### src/rtl/hs_pkg.sv
package hs_pkg;
  localparam int MODE_W  = 2;
  localparam int REQ_BIT = 1;   // 1 = request use, 0 = wait use
  localparam int DIR_BIT = 0;   // 1 = receive side, 0 = transmit side
  localparam int NDIR    = 2;   // transmit and receive

  typedef enum logic [MODE_W-1:0] {
    XM_WAIT_TX = 2'b00,
    XM_WAIT_RX = 2'b01,
    XM_REQ_TX  = 2'b10,
    XM_REQ_RX  = 2'b11
  } xfer_mode_e;
endpackage

### src/rtl/hs_cfg_gate.sv
module hs_cfg_gate
  import hs_pkg::*;
(
  input  logic              clk,
  input  logic              rst,
  input  logic              func_en,
  input  logic [MODE_W-1:0] mode_in,
  input  logic              txreq_in,
  output logic              en_q,
  output logic [MODE_W-1:0] mode_q,
  output logic              txcfg_q
);
  logic capture;
  assign capture = func_en && !en_q;

  always_ff @(posedge clk) begin
    if (rst) begin
      en_q    <= 1'b0;
      mode_q  <= XM_WAIT_TX;
      txcfg_q <= 1'b0;
    end else begin
      en_q    <= func_en;
      txcfg_q <= txreq_in;
      if (capture) mode_q <= mode_in;
    end
  end

  // the applied mode never moves while the enable stays up
  assert_mode_frozen_R3: assert property (@(posedge clk) disable iff (rst)
    (en_q && $past(en_q)) |-> $stable(mode_q));
endmodule

### src/rtl/hs_wait_unit.sv
module hs_wait_unit (
  input  logic clk,
  input  logic rst,
  input  logic arm,
  input  logic strobe,
  input  logic blocked,
  output logic wait_nx
);
  logic wait_q;
  assign wait_nx = arm && blocked && (strobe || wait_q);

  always_ff @(posedge clk) begin
    if (rst) wait_q <= 1'b0;
    else     wait_q <= wait_nx;
  end

  // R4 (transmit instance) and R5 (receive instance): a wait only starts from a blocked access
  assert_wait_cause_R4: assert property (@(posedge clk) disable iff (rst)
    (wait_q && !$past(wait_q)) |-> $past(strobe && blocked));

  // a wait never survives a cycle in which the access was unblocked
  assert_wait_release_R5: assert property (@(posedge clk) disable iff (rst)
    $past(!blocked) |-> !wait_q);
endmodule

### src/rtl/hs_req_unit.sv
module hs_req_unit (
  input  logic clk,
  input  logic rst,
  input  logic arm,
  input  logic ready,
  input  logic strobe,
  output logic req_nx
);
  logic req_q;
  assign req_nx = arm && ready && !strobe;

  always_ff @(posedge clk) begin
    if (rst) req_q <= 1'b0;
    else     req_q <= req_nx;
  end

  // the transfer strobe withdraws the request on the next cycle
  assert_req_strobe_drop_R7: assert property (@(posedge clk) disable iff (rst)
    $past(strobe) |-> !req_q);

  // a request needs an armed unit with data or space ready
  assert_req_needs_ready_R8: assert property (@(posedge clk) disable iff (rst)
    req_q |-> $past(arm && ready));
endmodule

### src/rtl/hs_chan.sv
module hs_chan
  import hs_pkg::*;
(
  input  logic              clk,
  input  logic              rst,
  input  logic              func_en,
  input  logic [MODE_W-1:0] mode_sel,
  input  logic              txreq_en,
  input  logic              tx_full,
  input  logic              rx_avail,
  input  logic              cpu_wr,
  input  logic              cpu_rd,
  output logic              wreq_n,
  output logic              wreq_oe,
  output logic              txdrq_n
);
  logic              en_q;
  logic              txcfg_q;
  logic [MODE_W-1:0] mode_q;

  hs_cfg_gate u_cfg (
    .clk      (clk),
    .rst      (rst),
    .func_en  (func_en),
    .mode_in  (mode_sel),
    .txreq_in (txreq_en),
    .en_q     (en_q),
    .mode_q   (mode_q),
    .txcfg_q  (txcfg_q)
  );

  logic [NDIR-1:0] blocked, ready, strobe, arm_w, arm_r, wait_nx, req_nx;
  assign blocked = {~rx_avail, tx_full};
  assign ready   = {rx_avail, ~tx_full};
  assign strobe  = {cpu_rd, cpu_wr};

  for (genvar d = 0; d < NDIR; d++) begin : g_dir
    assign arm_w[d] = en_q && !mode_q[REQ_BIT] && (mode_q[DIR_BIT] == 1'(d));
    assign arm_r[d] = en_q &&  mode_q[REQ_BIT] && (mode_q[DIR_BIT] == 1'(d));

    hs_wait_unit u_wait (
      .clk     (clk),
      .rst     (rst),
      .arm     (arm_w[d]),
      .strobe  (strobe[d]),
      .blocked (blocked[d]),
      .wait_nx (wait_nx[d])
    );

    hs_req_unit u_req (
      .clk    (clk),
      .rst    (rst),
      .arm    (arm_r[d]),
      .ready  (ready[d]),
      .strobe (strobe[d]),
      .req_nx (req_nx[d])
    );
  end

  logic tx_nx;
  hs_req_unit u_txreq (
    .clk    (clk),
    .rst    (rst),
    .arm    (txcfg_q),
    .ready  (~tx_full),
    .strobe (cpu_wr),
    .req_nx (tx_nx)
  );

  logic req_use;
  assign req_use = en_q && mode_q[REQ_BIT];

  always_ff @(posedge clk) begin
    if (rst) begin
      wreq_n  <= 1'b1;
      wreq_oe <= 1'b0;
      txdrq_n <= 1'b1;
    end else begin
      wreq_oe <= req_use || (|wait_nx);
      wreq_n  <= !((|wait_nx) || (|req_nx));
      txdrq_n <= !tx_nx;
    end
  end

  // in wait use the pin is either released or pulled low, never driven high
  assert_wait_opendrain_R6: assert property (@(posedge clk) disable iff (rst)
    !$past(req_use) |-> (wreq_oe == !wreq_n));

  // request use keeps the pin driven in both levels
  assert_req_driven_R9: assert property (@(posedge clk) disable iff (rst)
    $past(req_use) |-> wreq_oe);

  // a disabled channel releases the shared pin
  assert_idle_release_R2: assert property (@(posedge clk) disable iff (rst)
    $past(!en_q) |-> (!wreq_oe && wreq_n));

  // a cleared transmit-request configuration keeps its pin high
  assert_txreq_off_R10: assert property (@(posedge clk) disable iff (rst)
    $past(!txcfg_q) |-> txdrq_n);
endmodule

### src/rtl/xfer_handshake.sv
module xfer_handshake
  import hs_pkg::*;
#(
  parameter int NCH = 2
) (
  input  logic                  clk,
  input  logic                  rst,
  input  logic [NCH-1:0]        func_en,
  input  logic [MODE_W*NCH-1:0] mode_sel,
  input  logic [NCH-1:0]        txreq_en,
  input  logic [NCH-1:0]        tx_full,
  input  logic [NCH-1:0]        rx_avail,
  input  logic [NCH-1:0]        cpu_wr,
  input  logic [NCH-1:0]        cpu_rd,
  output logic [NCH-1:0]        wreq_n,
  output logic [NCH-1:0]        wreq_oe,
  output logic [NCH-1:0]        txdrq_n
);
  for (genvar c = 0; c < NCH; c++) begin : g_ch
    hs_chan u_chan (
      .clk      (clk),
      .rst      (rst),
      .func_en  (func_en[c]),
      .mode_sel (mode_sel[MODE_W*c +: MODE_W]),
      .txreq_en (txreq_en[c]),
      .tx_full  (tx_full[c]),
      .rx_avail (rx_avail[c]),
      .cpu_wr   (cpu_wr[c]),
      .cpu_rd   (cpu_rd[c]),
      .wreq_n   (wreq_n[c]),
      .wreq_oe  (wreq_oe[c]),
      .txdrq_n  (txdrq_n[c])
    );
  end

  // reset leaves every pin released and inactive
  assert_reset_state_R1: assert property (@(posedge clk)
    $past(rst) |-> ((wreq_oe == '0) && (wreq_n == '1) && (txdrq_n == '1)));
endmodule

### config.mk
export PLATFORM = sky130hd
export DESIGN_NAME = xfer_handshake
export DESIGN_NICKNAME = d
export VERILOG_FILES = /design/src/rtl/hs_pkg.sv /design/src/rtl/hs_cfg_gate.sv /design/src/rtl/hs_wait_unit.sv /design/src/rtl/hs_req_unit.sv /design/src/rtl/hs_chan.sv /design/src/rtl/xfer_handshake.sv
export SDC_FILE = /design/constraint.sdc
export NUM_CORES = 1
export LEC_CHECK = 0
export BUFFER_PORTS_ARGS = -buffer_cell sky130_fd_sc_hd__buf_4
export CAP_MARGIN = 40
export CORE_MARGIN = 5
export CORE_UTILIZATION = 35
export DETAILED_ROUTE_END_ITERATION = 10
export PLACE_DENSITY = 0.67
export SETUP_SLACK_MARGIN = 0.2
export SLEW_MARGIN = 10
export SYNTH_ARGS = -nofsm -noshare
export SYNTH_HDL_FRONTEND = slang
export SYNTH_SLANG_ARGS = --single-unit
### constraint.sdc
create_clock -name clk -period 2.45 [get_ports clk]
set_input_delay 0.1225 -clock clk [delete_from_list [all_inputs] [get_ports clk]]
set_output_delay 0.1225 -clock clk [all_outputs]
set_load 0.005 [all_outputs]
==> results.py, run 1 <==
metrics = {
    "run_status": {
        "status": "complete, no violations",
    },
    "sta": {
        "clock.fmax_ghz": 0.998,
        "worst_pin_slew_ps": 231,
        "skew_ps": 0.219,
        "final.period_utilization": 0.409,
        "fin_crit_ps": 1000,
        "relSlewSlack": 0.846,
        "rsz0062_at_grt": "no",
        "setup_viol": 0,
        "finalSetupTns_ps": 0,
        "final_hold_viol_count": 0,
        "drv_slew": 0,
    },
    "layout": {
        "fin_area_um2": 881,
        "drive_gt1_frac": 0.369,
        "fin_nets": 104,
        "final_util": 0.449,
        "syn2layout_area_growth_pct": 23.5,
        "final_cells": 111,
        "antennaDiodeCount": 0,
    },
    "synthesis": {
        "ys_top_cells_by_area": "dfxtp_1 51%, and4bb_1 7.0%, buf_4 6.3%, mux2i_1 5.6%, and2b_2 4.9%",
        "ys_warn_count": 0,
        "synth_top_area_frac": 0.505,
        "syn_area_um2": 713,
        "synth_nets": 84,
        "yosysUniqueCellTypes": 18,
        "synth_seq_cells": 18,
        "synth.avg_cell_area_um2": 10.8,
        "synth_cells": 66,
        "yosysTopAreaCell": "dfxtp_1",
        "synth_seq_area_share": 0.505,
    },
    "setup_path": {
        "crit_slowest_cell": "dfxtp_1",
        "cp-end-kind": "flip-flop",
        "startpoint_type": "flip-flop",
        "arrival_ps": 1180,
        "critPathKind": "flip-flop to flip-flop",
        "cp_max_fo": 5,
        "path_buf_inv": 0,
        "cp.required_ps": 2630,
        "cpPeakStageDelay_ps": 350,
        "worstPathCellList": "and4bb_1, o21ai_1, a31o_1",
        "critPathTopFamily": "flip-flops",
        "r2r_cells": 3,
        "crit_cells": 3,
    },
    "pwr": {
        "p_leak_nw": 0.402,
        "worst_ir_drop_vdd_mv": 0.233,
        "p_per_area_nw_per_um2": 565,
    },
    "detailed_routing": {
        "vias_per_cell": 4.60,
        "drc_errors": 0,
        "drt_iter0_drc": 5,
        "wl_per_cell_um": 10.9,
        "vias": 511,
        "dr.pass1.iters": 3,
        "drtAntennaViolNets": 0,
        "routed_wl_um": 1210,
    },
    "floorplan": {
        "die_area_um2": 3040,
        "core_region_area_um2": 1960,
        "num_rows": 16,
        "initial_utilization": 0.364,
        "ios": 24,
        "chipHeight_um": 55.1,
        "die_x_um": 55.1,
    },
    "grt": {
        "grt_usage": 0.0883,
        "first_global_vias": 480,
        "grt_pass1_wl_um": 1920,
        "globalRoute.totalOverflow": 0,
        "grt_antenna_before_repair": 0,
        "grt_max_degree": 19,
    },
    "hold_path": {
        "min_path_type": "primary input to flip-flop",
        "hold_depth": 2,
    },
    "clock_network": {
        "postCtsSetupRepairBufs": 0,
        "clockBufferDepth": 2,
        "clkSinkCount": 18,
        "cts_tree": "built",
        "clkTransAtPathRegs_ps": 90,
        "numCtsBuffers": 3,
        "root_buffer": "clkbuf_4",
        "clock_latency_ps": 270,
        "cts_resized": 0,
        "cts_hold_buf": 0,
        "htree_levels": 1,
    },
    "placement": {
        "dp_cells": 108,
        "placed_cell_area_um2": 858,
        "gp_congestion": 0.817,
        "io_buffer_count": 23,
    },
    "job": {
        "cap_violations": 0,
    },
}
[cell type report]
cell class,instances,area (µm²)
fillers,206,1080
repair buffers,23,173
multi-input cells,40,292
well taps,27,33.8
flip-flops and latches,18,360
clock buffers,3,22.5
[routing by layer]
| metal | global-route usage | vias up | part of all wire |
|---|---|---|---|
| li1 | - | 263 | - |
| met1 | 0.103 | 235 | 0.46 |
| met2 | 0.146 | 11 | 0.49 |
| met3 | 0.0161 | 2 | 0.037 |
| met4 | 0.0607 | 0 | 0.016 |
| met5 | 0 | - | 0 |
[logic make-up (layout without fill, tap and decap cells)]
logic type | Yosys count | in the layout | synth area share
compound gates | 10 | 10 | 0.0965
mux | 4 | 4 | 0.0561
flops | 18 | 18 | 0.505
simple gates | 26 | 26 | 0.256
buf+inv | 8 | 26 | 0.0860
[synth_stat cells]
cell and count:
buf_2 1, and4bb_1 4, buf_4 6, a31o_1 2, and2b_2 4, mux2i_1 4
and3b_1 2, o21ai_1 3, a31oi_1 2, or4b_1 2, dfxtp_1 18, nor2_1 8
nor2b_1 2, buf_6 1, nand2_1 2, o21ai_2 1, o21bai_1 2, nor3_1 2
[through the flow]
step                hold WS [ps]  setup slack [ps]  power, W
floorplan                    228              1510  0.000343
global placement             338              1490  0.000369
detailed placement           339              1460  0.000370
CTS                         42.8              1440  0.000504
global route                41.0              1340  0.000525
finish                      49.9              1450  0.000498
[registers in the layout (all words and copies together) (netlist names)]
name / count
g_ch.u_chan.wreq_oe: 2
g_ch.u_chan.u_cfg.txcfg_q: 2
g_ch.u_chan.u_cfg.mode_q: 4
g_ch.u_chan.txdrq_n: 2
g_ch.u_chan.u_cfg.en_q: 2
g_ch.u_chan.g_dir.u_wait.wait_q: 4
g_ch.u_chan.wreq_n: 2
[layout by cell type (no fill, tap or decap)]
cell type	Yosys	final
nor3_1	2	2
buf_4	6	23
dfxtp_1	18	18
a31oi_1	2	2
and4bb_1	4	4
nor2b_1	2	2
clkbuf_4	0	3
o21bai_1	2	2
a31o_1	2	2
o21ai_2	1	1
and2b_2	4	4
mux2i_1	4	4
and3b_1	2	2
nand2_1	2	2
or4b_1	2	2
o21ai_1	3	3
nor2_1	8	8
[report_power, final]
group	switching, W	internal [W]	total, W
logic	0.0000186	0.0000344	0.0000530
clock network	0.0000783	0.0000569	0.000135
registers	0.00000641	0.000303	0.000309
[worst paths after layout]
kind | from | slack [ps] | endpoint
setup / recovery | g_ch[1].u_chan.u_cfg.mode_q[0] | 1450 | g_ch[1].u_chan.wreq_n
hold / removal | tx_full[0] | 50 | g_ch[0].u_chan.txdrq_n
setup reg to reg | g_ch[1].u_chan.u_cfg.mode_q[0] | 1450 | g_ch[1].u_chan.wreq_n
hold reg to reg | g_ch[0].u_chan.u_cfg.txcfg_q | 470 | g_ch[0].u_chan.txdrq_n
No activity file was read; power rests on OpenSTA's default activity.
==> run 2: changes to the inputs <==
Settings changed: PLACE_DENSITY 0.67 to 0.69.
Clock period 2.45 ns to 0.9 ns, I/O delays scaled along.
==> results.py, run 2 (synthesized netlist as in run 1, its figures left out) <==
metrics = {
    "run_status": {
        "status": "complete, but fails checks",
        "violations": "negative hold slack, negative setup slack",
    },
    "setup_path": {
        "arrival_ps": 1200,
        "cp_max_fo": 4,
        "critPathKind": "flip-flop to flip-flop",
        "crit_slowest_cell": "dfxtp_2",
        "startpoint_type": "flip-flop",
        "worstPathCellList": "and4bb_1, o21ai_2, a31o_1",
        "cp-end-kind": "flip-flop",
        "cp.required_ps": 1090,
        "cpPeakStageDelay_ps": 340,
    },
    "layout": {
        "fin_nets": 117,
        "syn2layout_area_growth_pct": 46.8,
        "final_cell_mix": "27 x buf_4, 11 x dfxtp_1, 8 x nor2_1, 6 x dlygate4sd3_1, 5 x dfxtp_2",
        "drive_gt1_frac": 0.495,
        "final_util": 0.534,
        "final_common_cell": "buf_4",
        "antennaDiodeCount": 0,
        "fin_area_um2": 1050,
        "final_cells": 124,
        "top_regs": "g_ch.u_chan.g_dir.u_wait.wait_q (4), g_ch.u_chan.u_cfg.mode_q (4)",
    },
    "detailed_routing": {
        "drtAntennaViolNets": 0,
        "dr.pass1.iters": 3,
        "drt_iter0_drc": 16,
        "vias_per_cell": 4.60,
        "drc_errors": 0,
        "wl_per_cell_um": 12.0,
        "routed_wl_um": 1490,
        "vias": 571,
    },
    "placement": {
        "dp_cells": 113,
        "hpwl_um": 1050,
        "gp_congestion": 0.823,
        "io_buffer_count": 23,
        "placed_cell_area_um2": 917,
    },
    "sta": {
        "worst_pin_slew_ps": 135,
        "rsz0062_at_grt": "yes",
        "fin_crit_ps": 1010,
        "whs_ps": -45.2,
        "setup_viol": 8,
        "drv_slew": 0,
        "final_hold_viol_count": 5,
        "finalSetupTns_ps": -346,
        "relSlewSlack": 0.907,
        "final.period_utilization": 1.12,
        "skew_ps": 1.10,
        "clock.fmax_ghz": 0.991,
        "fin_ws_ps": -109,
    },
    "floorplan": {
        "num_rows": 16,
        "ios": 24,
        "chipHeight_um": 55.1,
        "die_x_um": 55.1,
        "die_area_um2": 3040,
        "initial_utilization": 0.364,
        "core_region_area_um2": 1960,
    },
    "pwr": {
        "p_per_area_nw_per_um2": 1360,
        "switchingPower_w": 0.000317,
        "worst_ir_drop_vdd_mv": 0.610,
        "p_clk_frac": 0.272,
        "swShare": 0.222,
        "p_leak_nw": 0.490,
        "p_int_w": 0.00111,
        "pwr-share-seq": 0.592,
        "comb_power_share": 0.136,
    },
    "clock_network": {
        "clkSinkCount": 18,
        "numCtsBuffers": 3,
        "postCtsSetupRepairBufs": 0,
        "cts_hold_buf": 8,
        "htree_levels": 1,
        "clkTransAtPathRegs_ps": 100,
        "clock_latency_ps": 290,
        "root_buffer": "clkbuf_4",
        "cts_tree": "built",
        "clockBufferDepth": 2,
    },
    "grt": {
        "globalRoute.totalOverflow": 0,
        "grt_antenna_before_repair": 0,
        "grt_pass1_wl_um": 2210,
        "first_global_vias": 514,
        "grt_usage": 0.106,
        "grt_max_degree": 13,
    },
    "hold_path": {
        "min_path_type": "primary input to flip-flop",
    },
    "job": {
        "cap_violations": 0,
    },
}
## run 2: cell count changes in the layout (fill, tap and decap cells not counted)
| cell | before | now |
|---|---|---|
| o21ai_1 | 3 | 0 |
| buf_6 | 0 | 1 |
| dlymetal6s4s_1 | 0 | 2 |
| nor2b_4 | 0 | 2 |
| buf_4 | 23 | 27 |
| dfxtp_4 | 0 | 2 |
| dfxtp_2 | 0 | 5 |
| nor2b_1 | 2 | 0 |
| dfxtp_1 | 18 | 11 |
| o21ai_2 | 1 | 4 |
| dlygate4sd3_1 | 0 | 6 |
## run 2: final cells by class
class                      instances  area (µm²)
fill                             188         915
sequential                        18         374
multi-input combinational         40         318
timing repair buffer              36         299
tap                               27        33.8
clock buffer                       3        22.5
## run 2: critical path: cells and delay by family (launching register included)
family / cells / cell delay [ps]
flip-flops: 1 / 340
AND/OR/NAND/NOR: 1 / 290
AO/OA/AOI/OAI: 2 / 280
## run 2: stage by stage
step,worst slack [ps],total power [W]
6_report,-109,0.00143
3_3_place_gp,-50.6,0.00102
4_1_cts,-109,0.00145
2_1_floorplan,-33.5,0.000940
5_1_grt,-137,0.00150
3_5_place_dp,-91.1,0.00102
## run 2: power by group through the flow
stage / combinational [W] / clock [W] / sequential, W
after floorplan: 0.0000819 / 0 / 0.000858
after global placement: 0.000157 / 0 / 0.000862
after detailed placement: 0.000158 / 0 / 0.000864
after CTS: 0.000190 / 0.000412 / 0.000848
after global routing: 0.000209 / 0.000438 / 0.000850
final: 0.000195 / 0.000388 / 0.000845
## run 2: path summary, 6_finish.rpt
| path | start | end | slack (ps) | cells after the start |
|---|---|---|---|---|
| worst min register to register | g_ch[0].u_chan.u_cfg.txcfg_q | g_ch[0].u_chan.txdrq_n | 480 | 1 |
| worst max-delay path | g_ch[0].u_chan.u_cfg.mode_q[1] | g_ch[0].u_chan.wreq_n | -110 | 3 |
| worst min-delay path | rst | g_ch[0].u_chan.wreq_oe | -50 | 2 |
| worst max register to register | g_ch[0].u_chan.u_cfg.mode_q[1] | g_ch[0].u_chan.wreq_n | -110 | 3 |
## run 2: per-layer routing
metal	routed length, µm	part of all wire	global-route usage
met4	34	0.023	0.0850
met5	0	0	0
met2	758	0.51	0.177
met1	622	0.42	0.117
met3	69	0.046	0.0188
## run 2: what timing repair did
action	CTS	global route
gates resized for setup	4	6
pin swaps	2	1
hold endpoints to repair	14	6
endpoints found under the setup margin	20	22
gates cloned	0	0
==> run 3: changes to the inputs <==
==> constraint.sdc (replaced) <==
create_clock -name clk -period 0.9 [get_ports clk]
set_input_delay 0.045 -clock clk [delete_from_list [all_inputs] [get_ports clk]]
set_output_delay 0.045 -clock clk [all_outputs]
set_load 0.1 [all_outputs]
==> results.py, run 3 (synthesized netlist as in run 1, its figures left out) <==
metrics = {
    "pwr": {
        "p_leak_nw": 0.523,
        "comb_power_share": 0.173,
        "switchingPower_w": 0.000377,
        "p_clk_frac": 0.264,
        "pwr-share-seq": 0.563,
        "swShare": 0.250,
        "p_total_w": 0.00151,
        "worst_ir_drop_vdd_mv": 0.619,
        "p_per_area_nw_per_um2": 1330,
        "p_int_w": 0.00113,
    },
    "placement": {
        "hpwl_um": 1050,
        "io_buffer_count": 23,
        "pre_cts_ws_ps": -91.1,
        "gp_congestion": 0.823,
    },
    "setup_path": {
        "cp_max_fo": 4,
        "crit_slowest_cell": "dfxtp_2",
        "path_buf_inv": 0,
        "startpoint_type": "flip-flop",
        "critPathTopFamily": "flip-flops",
        "worstReg2RegStart": "g_ch[0].u_chan.u_cfg.mode_q[1]",
        "r2r_cells": 3,
        "cp-end-kind": "flip-flop",
        "worstPathCellList": "and4bb_1, o21ai_2, a31o_1",
        "arrival_ps": 1200,
        "cp.required_ps": 1090,
        "cpPeakStageDelay_ps": 340,
        "critPathKind": "flip-flop to flip-flop",
        "rr_endpoint": "g_ch[0].u_chan.wreq_n",
        "reg2reg_slack_ps": -110,
    },
    "detailed_routing": {
        "vias": 587,
        "vias_per_cell": 4.70,
        "routed_wl_um": 1530,
        "wl_per_cell_um": 12.2,
        "dr.pass1.iters": 3,
        "drc_errors": 0,
        "drt_iter0_drc": 3,
        "drtAntennaViolNets": 0,
    },
    "clock_network": {
        "clkTransAtPathRegs_ps": 100,
        "clkSinkCount": 18,
        "numCtsBuffers": 3,
        "cts_tree": "built",
        "clockBufferDepth": 2,
        "htree_levels": 1,
        "root_buffer": "clkbuf_4",
        "clock_latency_ps": 290,
    },
    "grt": {
        "globalRoute.totalOverflow": 0,
        "first_global_vias": 532,
        "grt_antenna_before_repair": 0,
        "grt_pass1_wl_um": 2270,
        "grt_usage": 0.109,
        "grt_max_degree": 13,
    },
    "layout": {
        "top_regs": "g_ch.u_chan.g_dir.u_wait.wait_q (4), g_ch.u_chan.u_cfg.mode_q (4)",
        "seq_area_um2": 379,
        "drive_gt1_frac": 0.531,
        "final_common_cell": "buf_4",
        "syn2layout_area_growth_pct": 58.9,
        "final_util": 0.578,
        "final_cell_mix": "22 x buf_4, 9 x dfxtp_2, 8 x nor2_1, 7 x dfxtp_1, 7 x dlygate4sd3_1",
        "fillers": 178,
        "fin_nets": 118,
        "antennaDiodeCount": 0,
        "multi_input_comb_area_um2": 318,
    },
    "hold_path": {
        "hold_depth": 2,
        "hold_end": "g_ch[1].u_chan.txdrq_n",
        "hold_path_startpoint": "tx_full[1]",
        "min_path_type": "primary input to flip-flop",
    },
    "floorplan": {
        "core_region_area_um2": 1960,
        "num_rows": 16,
        "ios": 24,
        "die_area_um2": 3040,
        "initial_utilization": 0.364,
        "die_x_um": 55.1,
        "chipHeight_um": 55.1,
    },
    "job": {
        "cap_violations": 0,
    },
    "sta": {
        "worst_pin_slew_ps": 135,
        "final_hold_viol_count": 2,
        "final.period_utilization": 1.12,
        "fin_ws_ps": -108,
        "skew_ps": 0.899,
        "drv_slew": 0,
        "whs_ps": -41.3,
        "clock.fmax_ghz": 0.992,
        "relSlewSlack": 0.908,
        "rsz0062_at_grt": "yes",
        "finalSetupTns_ps": -353,
        "fin_crit_ps": 1010,
        "setup_viol": 8,
    },
    "run_status": {
        "violations": "negative hold slack, negative setup slack",
        "status": "complete, but fails checks",
    },
}
[run 3: cell type report]
class / instances / share of cell area
repair buffers: 37 / 0.336
flip-flops and latches: 18 / 0.334
multi-input cells: 40 / 0.280
well taps: 27 / 0.0298
clock buffers: 3 / 0.0199
[run 3: repair_timing]
action	4_1_cts	5_1_grt
hold buffers	8	1
setup endpoints to repair	20	22
pin swaps	2	4
hold endpoints to repair	14	6
setup buffers	0	0
gates resized for setup	27	4
[run 3: power groups by stage]
stage | sequential [W] | combinational [W] | clock, W
after floorplan | 0.000858 | 0.000128 | 0
after global placement | 0.000862 | 0.000204 | 0
after detailed placement | 0.000864 | 0.000205 | 0
after CTS | 0.000853 | 0.000252 | 0.000412
after global routing | 0.000854 | 0.000275 | 0.000448
final | 0.000849 | 0.000260 | 0.000399
[run 3: how the worst max path moves through the flow]
stage,endpoint,startpoint,depth (start not counted),slack (ps)
2_1_floorplan,g_ch[0].u_chan.wreq_n,g_ch[0].u_chan.u_cfg.mode_q[1],3,-30
3_3_place_gp,g_ch[1].u_chan.wreq_n,g_ch[1].u_chan.u_cfg.mode_q[0],3,-50
3_5_place_dp,g_ch[0].u_chan.wreq_n,g_ch[0].u_chan.u_cfg.mode_q[0],3,-90
4_1_cts,g_ch[0].u_chan.wreq_n,g_ch[0].u_chan.u_cfg.mode_q[1],3,-110
5_1_grt,g_ch[1].u_chan.wreq_n,g_ch[1].u_chan.u_cfg.mode_q[1],3,-140
6_report,g_ch[0].u_chan.wreq_n,g_ch[0].u_chan.u_cfg.mode_q[1],3,-110
[run 3: stage by stage]
stage / cells / area (µm²)
after global routing: 125 / 1130
after detailed placement: 113 / 917
final: 125 / 1130
after global placement: 113 / 917
after CTS: 124 / 1110
after floorplan: 66 / 734
[run 3: per-layer routing]
layer / track usage / vias to the layer above / wire length (µm)
met2: 0.183 / 14 / 796
met5: 0 / - / 0
met1: 0.121 / 274 / 630
li1: - / 295 / -
met3: 0.0188 / 4 / 66
met4: 0.0850 / 0 / 34
